[config.mk]
export PLATFORM = sky130hd
export DESIGN_NAME = rx_rts_flow
export DESIGN_NICKNAME = d
export VERILOG_FILES = /design/src/rtl/rx_rts_flow.sv
export SDC_FILE = /design/constraint.sdc
export NUM_CORES = 1
export LEC_CHECK = 0
export ABC_AREA = 1
export BUFFER_PORTS_ARGS = -buffer_cell sky130_fd_sc_hd__buf_2
export CORE_AREA = 2 2 39 41
export DETAILED_ROUTE_END_ITERATION = 7
export DIE_AREA = 0 0 41 43
export PLACE_DENSITY = 0.42
export SETUP_SLACK_MARGIN = 0.05
export SLEW_MARGIN = 5
export SYNTH_ARGS = -nofsm -noshare
export SYNTH_HDL_FRONTEND = slang
export SYNTH_SLANG_ARGS = --single-unit
[constraint.sdc]
create_clock -name clk -period 1.75 [get_ports clk]
set_clock_uncertainty 0.15 [all_clocks]
set_input_delay 0.175 -clock clk [delete_from_list [all_inputs] [get_ports clk]]
set_output_delay 0.175 -clock clk [all_outputs]
set_load 0.05 [all_outputs]
[src/rtl/rx_rts_flow.sv]
module rx_rts_flow #(
  parameter int DEPTH = 16,
  localparam int CW = $clog2(DEPTH + 1)
) (
  input  logic          clk,
  input  logic          rst_n,
  input  logic          auto_en,
  input  logic          sw_rts,
  input  logic [CW-1:0] fill,
  input  logic          start_det,
  input  logic          first_bit,
  input  logic          char_done,
  input  logic          char_drop,
  input  logic          host_rd,
  output logic          rts_n
);
  localparam logic [CW-1:0] FULL = CW'(DEPTH);
  localparam logic [CW-1:0] LAST = CW'(DEPTH - 1);
  localparam logic [CW-1:0] ROOM2 = CW'(DEPTH - 2);

  logic busy;
  logic req, req_nx;

  wire near_full = fill >= LAST;
  wire is_full   = fill == FULL;
  wire space_ok  = (fill <= ROOM2) || (fill == LAST && !busy);

  always_ff @(posedge clk) begin
    if (!rst_n)                       busy <= 1'b0;
    else if (start_det)               busy <= 1'b1;
    else if (char_done || char_drop)  busy <= 1'b0;
  end

  always_comb begin
    req_nx = req;
    if (!auto_en)                     req_nx = sw_rts;
    else if (first_bit && near_full)  req_nx = 1'b0;
    else if (is_full)                 req_nx = host_rd ? 1'b1 : req;
    else if (space_ok)                req_nx = 1'b1;
  end

  always_ff @(posedge clk) begin
    if (!rst_n) req <= 1'b0;
    else        req <= req_nx;
  end

  assign rts_n = ~req;
endmodule


======== Word level (Yosys, flattened, before mapping) ========
Index checks and enable logic that the tools add are counted.
storage, ports and cells
  flip-flop bits (word level) ............. 2
  latch bits .............................. 0
  RAM bits ................................ 0
  memory bits (read-only) ................. 0
  bits of input ports ..................... 14
  output and inout bits ................... 1
  logic and storage cells ................. 23
  memories kept ........................... 0
operators by class
  $add $sub $neg .......................... 0
  $mul .................................... 0
  divide/modulo/power cells ............... 0
  order comparisons ....................... 2
  equality and inequality tests ........... 4
  shift-type cells ........................ 0
  mux-type cells .......................... 7
  bitwise gates (word level) .............. 1
  reduce and logical (&&, ||, !) cells .... 7
operators by type and width
  cell                number
  $mux 1              7
  $eq 5x4->1 const B  1
  $eq 5x5->1 const B  1
  $ge 5x4->1 const B  1
  $le 5x4->1 const B  1
  $ne 4x1->1 const B  1
  $ne 4x3->1 const B  1
  $logic_and 1x1->1   2
  $logic_or 1x1->1    2
  $reduce_and 2->1    1
  $reduce_bool 2->1   1
  $logic_not 1->1     1
  $not 1->1           1

======== Logic depth before layout (Yosys ltp) ========
Gate-level depths: netlist of run 1.
  depth in word-level cells ............... 7
  gate-level depth with buffers ........... 5
  gate-level depth less buffers ........... 5

======== Worst setup path after synthesis of run 1 ========
OpenSTA, ideal clock, no wires.
  path type ............................... reg2out
  start point ............................. register req
  end point ............................... output rts_n
  data arrival time ....................... 0.594 ns
  data required time ...................... 1.425 ns
  path slack .............................. 0.831 ns
  cell stages (with the launch flop) ...... 2
  path buffers ............................ 0
  cells stage by stage .................... dfxtp_1 > inv_1
on the way
  word-level cells in the longest chain between the ends .. 1
ends and longest elaborated chain
  what                    line  source
  start, declared         22    logic req, req_nx;
  start signal, assigned  44    else req <= req_nx;
  $not 1->1               47    assign rts_n = ~req;
  end, declared           15    output logic rts_n
No other way between the ends.

======== Worst setup path in the final report of run 1 ========
Ends and elaborated chain as after synthesis.

==> results.yml, run 1 <==
drt:
  wl_met3_um: 23
  drt-initial-drc-count: 0
  first_pass_iters: 1
  wl_met2_um: 188
  detail_route.wirelength_um: 345
  drcViolationCount: 0
  average_via_count_per_standard_cell: 3.29
  num_vias: 168
  routed_wire_length_per_instance_um: 6.76
  drtAntennaViolNets: 0
  routedLengthMet1_um: 132
  top_layer_used: "met3"
synthesis:
  nets_in_the_synthesized_netlist: 32
  synth_cell_type_count: 11
  synth_xor_xnor_area_share: 0
  multiplexer_area_fraction_after_synthesis: 0
  syn_avg_cell_area_um2: 6.67
  synth_seq_area_share: 0.333
  ys_seq_elements: 2
  yosys_warnings: 0
  post_synth_instance_area_um2: 120
  synthesis.instances: 18
  synth_compound_gate_area_share: 0.208
  dominant_combinational_cell_family_by_area_after_synthesis: "simple AND/OR/NAND/NOR gates"
  synthSimpleGateAreaFrac: 0.396
  synthAdderAreaFrac: 0
cells_and_area:
  fillerInstances: 170
  most-common-layout-cells: "sky130_fd_sc_hd__buf_2 (14), sky130_fd_sc_hd__nor2_1 (4), sky130_fd_sc_hd__nand3_1 (3), sky130_fd_sc_hd__clkbuf_4 (3)"
  commonest_non_fill_non_tap_cell_in_the_layout: "sky130_fd_sc_hd__buf_2"
  areaGrowthSynthToFinish_pct: 93.8
  post_layout_nonfiller_instances: 51
  number_of_antenna_diodes: 0
  final_layout_size_suffix_gt1_frac: 0.514
  layout.nets: 51
run:
  max_cap_viols: 0
clock_network:
  cts.path.max_buffers: 2
  cts_root_buf: "sky130_fd_sc_hd__clkbuf_4"
  hold_buffers: 0
  clock_tree_from_tritoncts: "done"
  insertion_delay_to_the_later_sink_of_the_worst_skew_pair_ns: 0.22
  cts_buffers: 3
  h_tree_lvls: 1
  cts.sink_count: 2
  cts_resized: 0
  clock_pin_slew_of_the_registers_on_the_worst_case_setup_and_hold_paths_ns: 0.03
  cts.repair_timing.setup_buffer_count: 0
worst_setup_path:
  worstSetupPathType: "reg -> out"
  path_delay_family: "flip-flops"
  buffering_stage_count_on_the_worst_path_with_inverters_included: 2
  crit_path_start_kind: "flip-flop"
  critical_path_required_ns: 1.42
  critPathMaxFanout: 2
  max_stage_delay_ns: 0.30
  path_cells: "inv_1, buf_2"
  end_kind: "output pin"
  rrSetupSlack_ns: 0.80
  crit_slowest_cell: "sky130_fd_sc_hd__dfxtp_1"
  arrival_ns: 0.80
floorplanning:
  fp.dieW_um: 41
  initial_core_util: 0.0868
  core.rowCount: 14
  die_height_um: 43
  io_pins: 15
  die_area_mm2: 0.00176
  placeableCoreArea_mm2: 0.00138
hold_path:
  holdCritPathClass: "in -> reg"
sta:
  timing.final.hold_violations: 0
  final.min_clock_period_ns: 1.13
  timing_worst_slew_pin_value_ns: 0.246
  finalHoldWorstSlack_ns: 0.0172
  max_freq_mhz: 886
  timing.final.ws_setup_ns: 0.621
  report.final.slew_viol_count: 0
  max-slew-margin-rel: 0.837
  timing.final.setup_violations: 0
  fin_crit_sh: 0.645
  totalNegativeSetupSlack_ns: 0
  rsz0062_at_grt: "no"
placement:
  gp_congestion: 0.582
  port_buffers: 14
  dp_worst_setup_slack_ns: 0.788
  numPlacedInstances: 48
power:
  power.density_cell_area_mw_per_mm2: 794
  cellLeakagePower_uw: 0.000120
  fin_total_pwr_uw: 185
  vdd.ir_drop.worst_mv: 0.127
global_routing:
  gr-total-overflow: 0
  grt_first_pass_wirelength_um: 586
  antenna_violations_before_repair: 0
  track_usage: 0.0521
  via_count_of_the_first_global_routing_pass: 197
  grt_start_max_net_pins: 4
status:
  run_status: "finished clean"
## report_power, final
| part | total, uW | internal [uW] | switching (uW) |
|---|---|---|---|
| clock network | 98.3 | 75.4 | 22.9 |
| registers | 50.9 | 49.3 | 1.57 |
| logic | 35.7 | 17.7 | 17.9 |
## kinds of logic (layout without fill, tap and decap cells)
kind of cell | Yosys count | after routing
flops | 2 | 2
buf+inv | 2 | 19
compound gates | 4 | 4
simple gates | 10 | 10
## metal layers
layer | GRT usage | up-vias
li1 | - | 94
met1 | 0.0382 | 68
met2 | 0.0875 | 6
met3 | 0 | 0
met4 | 0.0800 | 0
met5 | 0 | -
## sequential cells by signal, summed over array words and instances, names as in the netlist
name / cells
busy: 1
req: 1
## synthesized netlist by cell type
master                     instances  area share
sky130_fd_sc_hd__a21oi_1           1       0.042
sky130_fd_sc_hd__o21ai_0           1       0.042
sky130_fd_sc_hd__inv_1             2       0.063
sky130_fd_sc_hd__o21a_1            1       0.063
sky130_fd_sc_hd__nand3_1           3        0.12
sky130_fd_sc_hd__o21bai_1          1       0.063
sky130_fd_sc_hd__dfxtp_1           2        0.33
sky130_fd_sc_hd__nand2_1           1       0.031
sky130_fd_sc_hd__nor2_2            1       0.052
sky130_fd_sc_hd__nor2_1            4        0.12
sky130_fd_sc_hd__nor3b_1           1       0.063
## path summary, 6_finish.rpt
path                                   startpoint                 to  cells past startpoint
worst max-delay path             req$_SDFFE_PN0P_              rts_n                      2
worst min-delay path                    start_det  busy$_SDFFE_PN0P_                      2
worst max register to register  busy$_SDFFE_PN0P_   req$_SDFFE_PN0P_                      5
worst min register to register   req$_SDFFE_PN0P_   req$_SDFFE_PN0P_                      4
## through the flow
step / cell area, um^2 / util
2_1_floorplan: 120 / -
3_3_place_gp: 210 / 0.152
3_5_place_dp: 210 / 0.152
4_1_cts: 233 / 0.168
5_1_grt: 233 / 0.168
6_report: 233 / 0.168
## area by class of cell
type | instances | area (um^2) | share of cell area
multi-input cells | 14 | 72.6 | 0.312
repair buffers | 14 | 70.1 | 0.301
flip-flops and latches | 2 | 40.0 | 0.172
clock buffers | 3 | 22.5 | 0.0968
well taps | 16 | 20.0 | 0.0860
inverters | 2 | 7.51 | 0.0323
(Power assumes the default switching activity.)
==> inputs of run 2 (changes only) <==
- clock period: 1.75 -> 1.05 ns (I/O delays scaled with it)
==> results.yml, run 2 (synthesis gave the netlist of run 1 again) <==
sta:
  timing_worst_slew_pin_value_ns: 0.154
  finalHoldWorstSlack_ns: 0.00232
  timing.final.setup_violations: 0
  timing.final.hold_violations: 0
  max-slew-margin-rel: 0.897
  report.final.slew_viol_count: 0
  rsz0062_at_grt: "yes"
  fin_crit_sh: 0.937
  final.min_clock_period_ns: 0.984
  max_freq_mhz: 1020
  totalNegativeSetupSlack_ns: 0
placement:
  place.detailed.hpwl_um: 317
  gp_congestion: 0.568
  numPlacedInstances: 48
  port_buffers: 14
clock_network:
  cts_buffers: 3
  cts.sink_count: 2
  clock_tree_from_tritoncts: "done"
  cts.repair_timing.setup_buffer_count: 0
  clock_pin_slew_of_the_registers_on_the_worst_case_setup_and_hold_paths_ns: 0.03
  cts_root_buf: "sky130_fd_sc_hd__clkbuf_4"
  h_tree_lvls: 1
  cts.path.max_buffers: 2
  insertion_delay_to_the_later_sink_of_the_worst_skew_pair_ns: 0.22
global_routing:
  gr-total-overflow: 0
  grt_first_pass_wirelength_um: 641
  track_usage: 0.0581
  antenna_violations_before_repair: 0
  via_count_of_the_first_global_routing_pass: 196
  grt_start_max_net_pins: 4
cells_and_area:
  areaGrowthSynthToFinish_pct: 127
  most-common-layout-cells: "sky130_fd_sc_hd__buf_2 (13), sky130_fd_sc_hd__nand3_1 (3), sky130_fd_sc_hd__nor2_1 (3), sky130_fd_sc_hd__clkbuf_4 (3), sky130_fd_sc_hd__dlygate4sd3_1 (3)"
  number_of_antenna_diodes: 0
  commonest_non_fill_non_tap_cell_in_the_layout: "sky130_fd_sc_hd__buf_2"
  final_layout_size_suffix_gt1_frac: 0.526
  layout.nets: 54
  registers_with_the_highest_flip_flop_counts: "busy: 1 flops, req: 1 flops"
  post_layout_nonfiller_instances: 54
  postLayoutCoreUtil: 0.197
power:
  p_comb_frac: 0.224
  p_sw_frac: 0.234
  part_of_the_total_power_dissipated_in_sequential_elements: 0.262
  power.density_cell_area_mw_per_mm2: 1190
  power_frac_clock: 0.514
  cellLeakagePower_uw: 0.000137
  power_report.internal_total_uw: 249
  vdd.ir_drop.worst_mv: 0.148
  total_switching_power_uw: 76.3
worst_setup_path:
  critical_path_required_ns: 0.79
  worstSetupPathType: "reg -> out"
  crit_path_start_kind: "flip-flop"
  arrival_ns: 0.73
  critPathMaxFanout: 2
  end_kind: "output pin"
floorplanning:
  core.rowCount: 14
  initial_core_util: 0.0868
  die_area_mm2: 0.00176
  placeableCoreArea_mm2: 0.00138
  die_height_um: 43
  io_pins: 15
  fp.dieW_um: 41
drt:
  detail_route.wirelength_um: 360
  drt-initial-drc-count: 1
  average_via_count_per_standard_cell: 3.28
  routed_wire_length_per_instance_um: 6.67
  drtAntennaViolNets: 0
  first_pass_iters: 2
  drcViolationCount: 0
  num_vias: 177
status:
  run_status: "finished clean"
run:
  max_cap_viols: 0
hold_path:
  holdCritPathClass: "in -> reg"
-- run 2: cell types whose count changed in the layout (fill, tap and decap cells not counted), sizes merged --
cell,before,now
dlygate4sd3,0,3
-- run 2: stage by stage --
stage / worst slack, ns / total power [uW] / area (um^2)
after floorplan: 0.145 / 113 / 120
after global placement: 0.0942 / 146 / 210
after detailed placement: 0.0986 / 146 / 210
after CTS: 0.0510 / 339 / 269
after global routing: -0.0134 / 359 / 273
final: 0.0663 / 326 / 273
-- run 2: power groups by stage --
| stage | combinational (uW) | sequential, uW | clock (uW) |
|---|---|---|---|
| after floorplan | 28.4 | 84.8 | 0 |
| after global placement | 60.7 | 85.7 | 0 |
| after detailed placement | 60.3 | 85.6 | 0 |
| after CTS | 73.3 | 84.6 | 181 |
| after global routing | 83.0 | 86.4 | 190 |
| final | 73.0 | 85.4 | 167 |
-- run 2: metal layers --
| metal | part of all wire | global-route usage | up-vias |
|---|---|---|---|
| met3 | 0.064 | 0.0157 | 0 |
| met4 | 0 | 0.0800 | 0 |
| li1 | - | - | 100 |
| met2 | 0.54 | 0.0844 | 6 |
| met1 | 0.40 | 0.0510 | 71 |
| met5 | 0 | 0 | - |
-- run 2: worst max-delay path, stage by stage, from the launching register on --
cell and delay [ns]:
sky130_fd_sc_hd__dfxtp_1 0.32, sky130_fd_sc_hd__inv_1 0.05, sky130_fd_sc_hd__buf_6 0.14
-- run 2: path summary, 6_finish.rpt --
| path | depth (start not counted) | slack [ns] | from | to |
|---|---|---|---|---|
| worst max-delay path | 2 | 0.07 | req$_SDFFE_PN0P_ | rts_n |
| worst max register to register | 5 | 0.10 | busy$_SDFFE_PN0P_ | req$_SDFFE_PN0P_ |
| worst min-delay path | 3 | 0.002 | auto_en | req$_SDFFE_PN0P_ |
| worst min register to register | 4 | 0.45 | req$_SDFFE_PN0P_ | req$_SDFFE_PN0P_ |
-- run 2: repair_timing --
item | in CTS | in global routing
hold endpoints to repair | 2 | 0
pin swaps | 0 | 5
endpoints found under the setup margin | 1 | 2
hold buffers | 3 | 0
gates resized for setup | 2 | 2
-- run 2: area by class of cell --
type / count / area [um^2]
Fill cell: 158 / 1110
Timing Repair Buffer: 17 / 106
Multi-Input combinational cell: 14 / 75.1
Sequential cell: 2 / 41.3
Clock buffer: 3 / 22.5
Tap cell: 16 / 20.0
Inverter: 2 / 7.51
